### src/rtl/lc_pkg.sv
package lc_pkg;

    localparam int LC_SLOTS_PER_BIT = 2;

    typedef enum logic [1:0] {
        LC_NRZ   = 2'b00,
        LC_NRZI  = 2'b01,
        LC_RZ    = 2'b10,
        LC_MANCH = 2'b11
    } lc_mode_e;

    typedef struct packed {
        logic first;
        logic second;
    } lc_halves_t;

    typedef struct packed {
        lc_halves_t halves;
        logic       level_next;
    } lc_enc_t;

    // Map one data bit to its two half-bit levels and the next NRZI level.
    function automatic lc_enc_t lc_encode(lc_mode_e m, logic d, logic level);
        lc_enc_t r;
        r.level_next = level;
        unique case (m)
            LC_NRZ: begin
                r.halves.first  = d;
                r.halves.second = d;
            end
            LC_NRZI: begin
                r.level_next    = level ^ d;
                r.halves.first  = level ^ d;
                r.halves.second = level ^ d;
            end
            LC_RZ: begin
                r.halves.first  = d;
                r.halves.second = 1'b0;
            end
            LC_MANCH: begin
                r.halves.first  = d;
                r.halves.second = ~d;
            end
            default: begin
                r.halves.first  = 1'b0;
                r.halves.second = 1'b0;
            end
        endcase
        return r;
    endfunction

endpackage

### src/rtl/lc_phase_gen.sv
module lc_phase_gen #(
    parameter int SLOTS = 2
) (
    input  logic clk,
    input  logic rst,
    output logic first_slot,
    output logic last_slot
);
    localparam int CW = (SLOTS > 1) ? $clog2(SLOTS) : 1;
    localparam logic [CW-1:0] LAST = CW'(SLOTS - 1);

    logic [CW-1:0] cnt_q;

    always_ff @(posedge clk) begin
        if (rst) begin
            cnt_q <= '0;
        end else if (cnt_q == LAST) begin
            cnt_q <= '0;
        end else begin
            cnt_q <= cnt_q + 1'b1;
        end
    end

    assign first_slot = (cnt_q == '0);
    assign last_slot  = (cnt_q == LAST);
endmodule

### src/rtl/lc_symbol_enc.sv
module lc_symbol_enc
    import lc_pkg::*;
#(
    parameter logic RESET_LEVEL = 1'b0
) (
    input  logic       clk,
    input  logic       rst,
    input  logic       load,
    input  lc_mode_e   mode,
    input  logic       data,
    output lc_halves_t halves
);
    logic    level_q;
    lc_enc_t enc;

    always_comb begin
        enc    = lc_encode(mode, data, level_q);
        halves = enc.halves;
    end

    always_ff @(posedge clk) begin
        if (rst) begin
            level_q <= RESET_LEVEL;
        end else if (load) begin
            level_q <= enc.level_next;
        end
    end
endmodule

### src/rtl/lc_out_stage.sv
module lc_out_stage
    import lc_pkg::*;
#(
    parameter logic RESET_LEVEL = 1'b0
) (
    input  logic       clk,
    input  logic       rst,
    input  logic       load,
    input  logic       advance,
    input  lc_halves_t halves,
    output logic       line
);
    logic line_q;
    logic pend_q;

    always_ff @(posedge clk) begin
        if (rst) begin
            line_q <= RESET_LEVEL;
            pend_q <= RESET_LEVEL;
        end else if (load) begin
            line_q <= halves.first;
            pend_q <= halves.second;
        end else if (advance) begin
            line_q <= pend_q;
        end
    end

    assign line = line_q;
endmodule

### src/rtl/line_code_encoder.sv
module line_code_encoder
    import lc_pkg::*;
#(
    parameter logic RESET_LEVEL = 1'b0
) (
    input  logic       clk,
    input  logic       rst,
    input  logic [1:0] mode,
    input  logic       nrz_in,
    output logic       bit_strobe,
    output logic       line_out
);
    logic       first_slot;
    logic       last_slot;
    lc_halves_t halves;

    lc_phase_gen #(.SLOTS(LC_SLOTS_PER_BIT)) u_phase (
        .clk        (clk),
        .rst        (rst),
        .first_slot (first_slot),
        .last_slot  (last_slot)
    );

    lc_symbol_enc #(.RESET_LEVEL(RESET_LEVEL)) u_enc (
        .clk    (clk),
        .rst    (rst),
        .load   (first_slot),
        .mode   (lc_mode_e'(mode)),
        .data   (nrz_in),
        .halves (halves)
    );

    lc_out_stage #(.RESET_LEVEL(RESET_LEVEL)) u_out (
        .clk     (clk),
        .rst     (rst),
        .load    (first_slot),
        .advance (last_slot),
        .halves  (halves),
        .line    (line_out)
    );

    assign bit_strobe = first_slot;
endmodule

### config.mk
export PLATFORM = sky130hd
export DESIGN_NAME = line_code_encoder
export DESIGN_NICKNAME = d
export VERILOG_FILES = /design/src/rtl/lc_pkg.sv /design/src/rtl/lc_phase_gen.sv /design/src/rtl/lc_symbol_enc.sv /design/src/rtl/lc_out_stage.sv /design/src/rtl/line_code_encoder.sv
export SDC_FILE = /design/constraint.sdc
export NUM_CORES = 1
export LEC_CHECK = 0
export CORE_AREA = 2 2 39 41
export DETAILED_ROUTE_END_ITERATION = 16
export DIE_AREA = 0 0 41 43
export DONT_BUFFER_PORTS = 1
export SLEW_MARGIN = 30
export SYNTH_ARGS = -nofsm -noshare
export SYNTH_HDL_FRONTEND = slang
export SYNTH_HIERARCHICAL = 1
export SYNTH_SLANG_ARGS = --single-unit
### constraint.sdc
create_clock -name clk -period 2.8 [get_ports clk]
set_clock_uncertainty 0.15 [all_clocks]
set_input_delay 0 -clock clk [delete_from_list [all_inputs] [get_ports clk]]
set_output_delay 0 -clock clk [all_outputs]
set_load 0.005 [all_outputs]
; ---- After elaboration in Yosys (flattened, before gate mapping)
; Cells that the tools add are included.
; Widths: inputs -> output; s select.
[totals]
reg_bits = 4
input_bits = 5
out_inout_bits = 2
elab_cells = 16
[classes]
addsub = 1
n_eq_ne = 3
mux = 2
bitwise = 3
reduce_logical = 3
[op_table]
columns = op, count
row1 = $pmux 2 s4, 1
row2 = $eq 2x2->1 const B, 2
row3 = $eq 2x1->1 const B, 1
row4 = $logic_not 2->1, 1
row5 = $not 1->1, 2
row6 = $reduce_and 2->1, 1
row7 = $reduce_or 2->1, 1
row8 = $add 1x1->1 const B, 1
row9 = $mux 1, 1
row10 = $xor 1x1->1, 1

; ---- Logic depth before layout (Yosys ltp)
; Gate-level depths: netlist of the first run.
[logic_depth]
depth_word = 3
mapped_depth = 4
depth_no_buf = 4

; ---- Cells and area by module
; The synthesis of the first run kept the hierarchy.
[by_module_without_submodules]
columns = mod, instances, cells_per_inst, area_per_inst_um2, seq_area_each_um2
row1 = lc_symbol_enc, 1, 10, 88.8, 20.0
row2 = lc_out_stage, 1, 8, 86.3, 40.0
row3 = lc_phase_gen, 1, 3, 27.5, 20.0

; ---- Worst setup path before layout of the first run
; Ideal clock, no wire load.
[synth_timing]
path_type = register to register
start = reg u_phase.cnt_q (netlist: u_phase/last_slot)
end = reg u_enc.level_q
setup_ns = 0.123
arrival_time_ns = 0.848
t_required_ns = 2.527
path_slack_ns = 1.678
stages_incl_launch_ff = 4
n_path_buf = 0
synth_period_minus_slack_ns = 1.122
cell_sequence = dfxtp_1 -> inv_1 -> nand4b_1 -> mux2_1
[synth_via]
elab_chain_cells = 2
[synth_lines]
columns = element, line
row1 = from (decl), lc_phase_gen.sv:12  ; logic [CW-1:0] cnt_q;
row2 = from (signal assigned), lc_phase_gen.sv:20  ; cnt_q <= cnt_q + 1'b1;
row3 = $not 1->1, -
row4 = named net bit_strobe, line_code_encoder.sv:10  ; output logic bit_strobe,
row5 = $reduce_and 2->1 (no line), -
row6 = to (signal assigned), lc_symbol_enc.sv:25  ; level_q <= enc.level_next;
row7 = to (decl), lc_symbol_enc.sv:13  ; logic level_q;
; The timed path passes the listed nets, and every way through them passes these cells.
; A chain may end at the register's enable or synchronous reset.

; ---- Worst setup path after layout of the first run
; Ends and elaborated chain as after synthesis.

==> flow_summary_export.csv, run 1 <==
group,metric,value,unit
run_status,outcome,"finished, final reports clean",
logic_synthesis,synth_fp_nets,26,
critical_path,regToRegSetupSlack,1.07,ns
placement,place_ws,1.59,ns
power_and_ir_drop,leakage,0.132,nW
critical_path,reg2reg_from,"u_phase/last_slot",
clocking,root_buffer,"clkbuf_4",
grt,grt_max_degree,6,
logic_synthesis,yosysWarnings,6,
flow_run,cap_violations,0,
logic_synthesis,syn_avg_cell_area,9.65,um^2
clocking,post_cts_resized,0,
clocking,numClockSinks,4,
critical_path,worst_path_largest_cell_delay,0.58,ns
critical_path,arrival,1.70,ns
logic_synthesis,ys_seq_area_share,39.5,%
grt,track_usage,6.62,%
critical_path,cp.required,2.77,ns
route,wl,437,um
clocking,ctsHtreeMaxLevel,1,
critical_path,cp-end-kind,"register",
route,routedWlPerCell,9.50,um
route,drtIter0Drc,1,
die,die_w,41,um
critical_path,path_cells,"inv_1, nand4b_1, dlygate4sd3_1, mux2_1",
clocking,ctsHoldBuffers,6,
timing,max_freq,579,MHz
clocking,clk_pin_slew,0.04,ns
logic_synthesis,yosysUniqueCellTypes,12,
die,ios,7,
cells_and_area,n_antenna_cell,0,
power_and_ir_drop,vdd_drop_max,0.102,mV
timing,worst_pin_slew,0.187,ns
cells_and_area,area_delta_synth_final,50.6,%
clocking,post_cts_buffers,0,
timing,fin_tns_setup,0,ns
clocking,cts_tree,"yes",
power_and_ir_drop,powerDensity,523,mW/mm^2
timing,maxSlewViolCount,0,
cells_and_area,fillers,156,
logic_synthesis,synth.cell_area,203,um^2
clocking,clk_path_buf_depth,2,
clocking,clock_latency,0.24,ns
critical_path,crit_end,"u_enc/level_q",
cells_and_area,fin_nets,37,
placement,io_buffer_count,0,
logic_synthesis,synth-seq-cells,4,
timing,hold_viol,0,
route,dr.pass1.iters,2,
critical_path,path_max_fanout,5,
timing,finalSetupViolCount,0,
grt,grt-ovfl-total,0,
logic_synthesis,synthCells,21,
timing,finalCritPeriodShare,61.7,%
route,vias,171,
logic_synthesis,netlist.area_leader.share,39.5,%
critical_path,ff2ff_path_depth,4,
timing,finalWorstSetupSlack,1.07,ns
critical_path,critical_path_class,"register to register",
timing,grt_setup_unrepaired,"no",
critical_path,rr_endpoint,"u_enc/level_q",
grt,grt_pass1_vias,206,
timing,slew_headroom,87.2,%
clocking,cts-buffers-inserted,3,
logic_synthesis,yosysTopAreaCell,"dfxtp_1",
worst_hold_path,min_path_type,"register to register",
critical_path,startpoint_type,"register",
route,antenna_left,0,
critical_path,crit_path_start,"u_phase/last_slot",
route,routed_via_density,3.72,
die,floorplan.rows,14,
route,drc,0,
timing,finalCriticalPeriod,1.73,ns
grt,grt_pass1_wl,717,um
die,die_area,0.00176,mm^2
die,start_util,14.6,%
timing,whs,0.307,ns
grt,antenna_found_initial,0,
die,die-height,43,um
cells_and_area,drive_above_1_share,13.3,%
power_and_ir_drop,finalPower,0.160,mW
die,fp.coreArea,0.00138,mm^2
critical_path,critPathSlowestCell,"dlygate4sd3_1",
placement,gp_congestion,0.611,
logic_synthesis,yosys-top-cells-area,"dfxtp_1, mux2i_1, a211oi_2, nor2b_1, mux2_1",
area by class of cell:
| class | count | area, um^2 | share of cell area (%) |
|---|---|---|---|
| Clock buffer | 3 | 22.5 | 7.38 |
| Inverter | 2 | 7.51 | 2.46 |
| Multi-Input combinational cell | 15 | 115 | 37.7 |
| Sequential cell | 4 | 80.1 | 26.2 |
| Tap cell | 16 | 20.0 | 6.56 |
| Timing Repair Buffer | 6 | 60.1 | 19.7 |
worst min-delay path by stage:
stage	from	end	slack (ns)	cells after the start
2_1_floorplan	rst	u_out/line	-0.09	1
3_3_place_gp	rst	u_out/line	-0.08	1
3_5_place_dp	rst	u_out/line	-0.08	1
4_1_cts	u_phase/last_slot	u_phase/last_slot	0.31	1
5_1_grt	u_phase/last_slot	u_phase/last_slot	0.32	1
6_report	u_phase/last_slot	u_phase/last_slot	0.31	1
power by group:
part / switching (mW) / internal [mW]
Combinational: 0.00851 / 0.0139
Clock: 0.0248 / 0.0480
Sequential: 0.00310 / 0.0613
cell usage in the layout, fill, tap and decap left out:
| master | synthesis | final |
|---|---|---|
| mux2i_1 | 3 | 3 |
| nand4b_1 | 1 | 1 |
| dfxtp_1 | 4 | 4 |
| o21ai_0 | 1 | 1 |
| nand3b_1 | 1 | 1 |
| a211oi_2 | 1 | 1 |
| a21o_1 | 1 | 1 |
| inv_1 | 2 | 2 |
| clkbuf_4 | 0 | 3 |
| nor2_1 | 3 | 3 |
| dlygate4sd3_1 | 0 | 6 |
| xnor2_1 | 1 | 1 |
| mux2_1 | 1 | 1 |
| nor2b_1 | 2 | 2 |
synthesized netlist by cell type (all sizes together):
| cell | instances |
|---|---|
| inv | 2 |
| a211oi | 1 |
| nor2b | 2 |
| nand3b | 1 |
| nand4b | 1 |
| a21o | 1 |
| mux2 | 1 |
| xnor2 | 1 |
| dfxtp | 4 |
| o21ai | 1 |
| nor2 | 3 |
| mux2i | 3 |
through the flow:
step | utilization, % | instances | cell area [um^2]
floorplan | - | 21 | 203
global placement | 16.1 | 37 | 223
detailed placement | 16.1 | 37 | 223
CTS | 22.1 | 46 | 305
global route | 22.1 | 46 | 305
finish | 22.1 | 46 | 305
cell families after synthesis:
group                     Yosys count  synth area share, %
and+or+nand+nor                     7                 19.8
muxes                               4                 20.4
DFF                                 4                 39.5
AOI/OAI and AO/OA                   3                 12.3
buffers and inverters               2                 3.71
xor gates and xnor gates            1                 4.32
sequential cells by signal, summed over array words and instances, names as in the netlist:
name	flops
u_out/pend_q	1
u_enc/level_q	1
u_phase/last_slot	1
u_out/line	1
metal layers:
metal / up-vias / wire length, um / global-route usage, %
li1: 90 / - / -
met5: - / 0 / 0
met3: 0 / 33 / 4.71
met4: 0 / 0 / 6.00
met1: 75 / 191 / 6.09
met2: 6 / 213 / 9.06
worst max-delay path, delay by kind of cell, from the launching register on:
| family | cells | cell delay (ns) |
|---|---|---|
| DFF | 1 | 0.32 |
| buffers and inverters | 2 | 0.73 |
| and+or+nand+nor | 1 | 0.11 |
| muxes | 1 | 0.30 |
(Power assumes the default switching activity.)
==> run 2, diff against run 1 <==
==> constraint.sdc (replaced) <==
create_clock -name clk -period 1.6 [get_ports clk]
set_clock_uncertainty 0.15 [all_clocks]
set_input_delay 0 -clock clk [delete_from_list [all_inputs] [get_ports clk]]
set_output_delay 0 -clock clk [all_outputs]
set_load 0.005 [all_outputs]
==> run 2 against run 1 <==
Effect of this change:
- die area stayed put
- largest power group unchanged
- sequential cell count stayed put
- non-clock buffer count is 2 lower
- largest cell class unchanged
- worst setup slack lost 0.67 ns
==> flow_summary_export.csv, run 2 (synthesis gave the netlist of run 1 again) <==
group,metric,value,unit
route,antenna_left,0,
critical_path,path_cells,"inv_1, nand4b_1, mux2_1",
power_and_ir_drop,powerDensity,940,mW/mm^2
critical_path,cp_num_buf_inv,1,
route,vias,165,
die,die_area,0.00176,mm^2
timing,slew_headroom,88.8,%
worst_hold_path,hold-path-endpoint,"u_out/line",
cells_and_area,n_antenna_cell,0,
grt,grt-ovfl-total,0,
die,start_util,14.6,%
grt,grt_pass1_vias,184,
timing,grt_setup_unrepaired,"no",
cells_and_area,fin_nets,35,
placement,dp_hpwl,322,um
cells_and_area,drive_above_1_share,14.3,%
timing,worst_pin_slew,0.164,ns
die,ios,7,
timing,finalCritPeriodShare,74.7,%
critical_path,path_max_fanout,5,
worst_hold_path,min_from,"mode[0]",
power_and_ir_drop,internal-power,0.211,mW
die,die_w,41,um
worst_hold_path,whs_path_depth,4,
power_and_ir_drop,power.switching,0.0575,mW
clocking,numClockSinks,4,
route,dr.pass1.iters,2,
critical_path,reg2reg_from,"u_phase/last_slot",
critical_path,startpoint_type,"register",
power_and_ir_drop,p_comb_share,12.9,%
clocking,clock_latency,0.23,ns
cells_and_area,area_delta_synth_final,40.7,%
clocking,ctsHoldBuffers,4,
power_and_ir_drop,swShare,21.4,%
power_and_ir_drop,leakage,0.124,nW
clocking,cts-buffers-inserted,3,
grt,track_usage,5.72,%
clocking,cts_tree,"yes",
route,wl,408,um
route,drc,0,
placement,io_buffer_count,0,
clocking,post_cts_resized,0,
route,drtIter0Drc,2,
critical_path,crit_path_start,"u_phase/last_slot",
critical_path,rr_endpoint,"u_enc/level_q",
critical_path,worst_path_largest_cell_delay,0.32,ns
grt,antenna_found_initial,0,
timing,hold_viol,0,
critical_path,cp.required,1.56,ns
die,die-height,43,um
timing,maxSlewViolCount,0,
power_and_ir_drop,seqPwrFrac,42.1,%
worst_hold_path,min_path_type,"input pin to register",
clocking,ctsHtreeMaxLevel,1,
critical_path,critical_path_class,"register to register",
clocking,clk_pin_slew,0.03,ns
power_and_ir_drop,power.share.clock,45.0,%
run_status,outcome,"finished, final reports clean",
flow_run,cap_violations,0,
cells_and_area,final_core_util,20.6,%
clocking,post_cts_buffers,0,
clocking,root_buffer,"clkbuf_4",
grt,grt_max_degree,6,
route,routed_via_density,3.75,
timing,finalCriticalPeriod,1.19,ns
timing,max_freq,837,MHz
critical_path,crit_family,"flip-flops",
timing,whs,0.0126,ns
critical_path,ff2ff_path_depth,3,
critical_path,cp-end-kind,"register",
die,fp.coreArea,0.00138,mm^2
critical_path,crit_cells,3,
critical_path,regToRegSetupSlack,0.41,ns
timing,finalSetupViolCount,0,
clocking,clk_path_buf_depth,2,
timing,fin_tns_setup,0,ns
power_and_ir_drop,vdd_drop_max,0.275,mV
critical_path,critPathSlowestCell,"dfxtp_1",
cells_and_area,most-common-layout-cells,"dlygate4sd3_1, dfxtp_1, clkbuf_4, mux2i_1, nor2_1",
grt,grt_pass1_wl,614,um
placement,gp_congestion,0.620,
die,floorplan.rows,14,
critical_path,arrival,1.16,ns
route,routedWlPerCell,9.27,um
## run 2: worst max-delay path by stage
stage          slack [ns]            end
3_3_place_gp         0.40  u_enc/level_q
2_1_floorplan        0.48  u_enc/level_q
5_1_grt              0.36  u_enc/level_q
6_report             0.41  u_enc/level_q
3_5_place_dp         0.38  u_enc/level_q
4_1_cts              0.38  u_enc/level_q
## run 2: layout make-up
cell class | count | area, um^2
inverter | 2 | 7.51
clock buffer | 3 | 22.5
tap | 16 | 20.0
timing repair buffer | 4 | 40.0
sequential | 4 | 80.1
fill | 159 | 1100
multi-input combinational | 15 | 115
## run 2: per-stage QoR
| stage | setup WS [ns] | area [um^2] | instances | total power, mW |
|---|---|---|---|---|
| floorplan | 0.478 | 203 | 21 | 0.134 |
| global placement | 0.398 | 223 | 37 | 0.138 |
| detailed placement | 0.384 | 223 | 37 | 0.139 |
| CTS | 0.384 | 285 | 44 | 0.278 |
| global route | 0.356 | 285 | 44 | 0.284 |
| finish | 0.405 | 285 | 44 | 0.268 |
## run 2: power by group through the flow
stage,clock (mW),combinational [mW],sequential (mW)
floorplan,0,0.0210,0.113
global placement,0,0.0237,0.114
detailed placement,0,0.0239,0.115
CTS,0.130,0.0351,0.113
global route,0.131,0.0384,0.114
finish,0.121,0.0346,0.113
## run 2: worst min-delay path, cell delays in order
cell      delay [ns]
nand3b_1        0.08
xnor2_1         0.06
nor2b_1         0.14
a211oi_2        0.06
## run 2: metal layers
metal | routed length (um) | GRT usage, % | vias up
met3 | 29 | 3.66 | 0
met5 | 0 | 0 | -
li1 | - | - | 86
met2 | 219 | 8.44 | 4
met1 | 159 | 4.50 | 75
met4 | 0 | 6.00 | 0
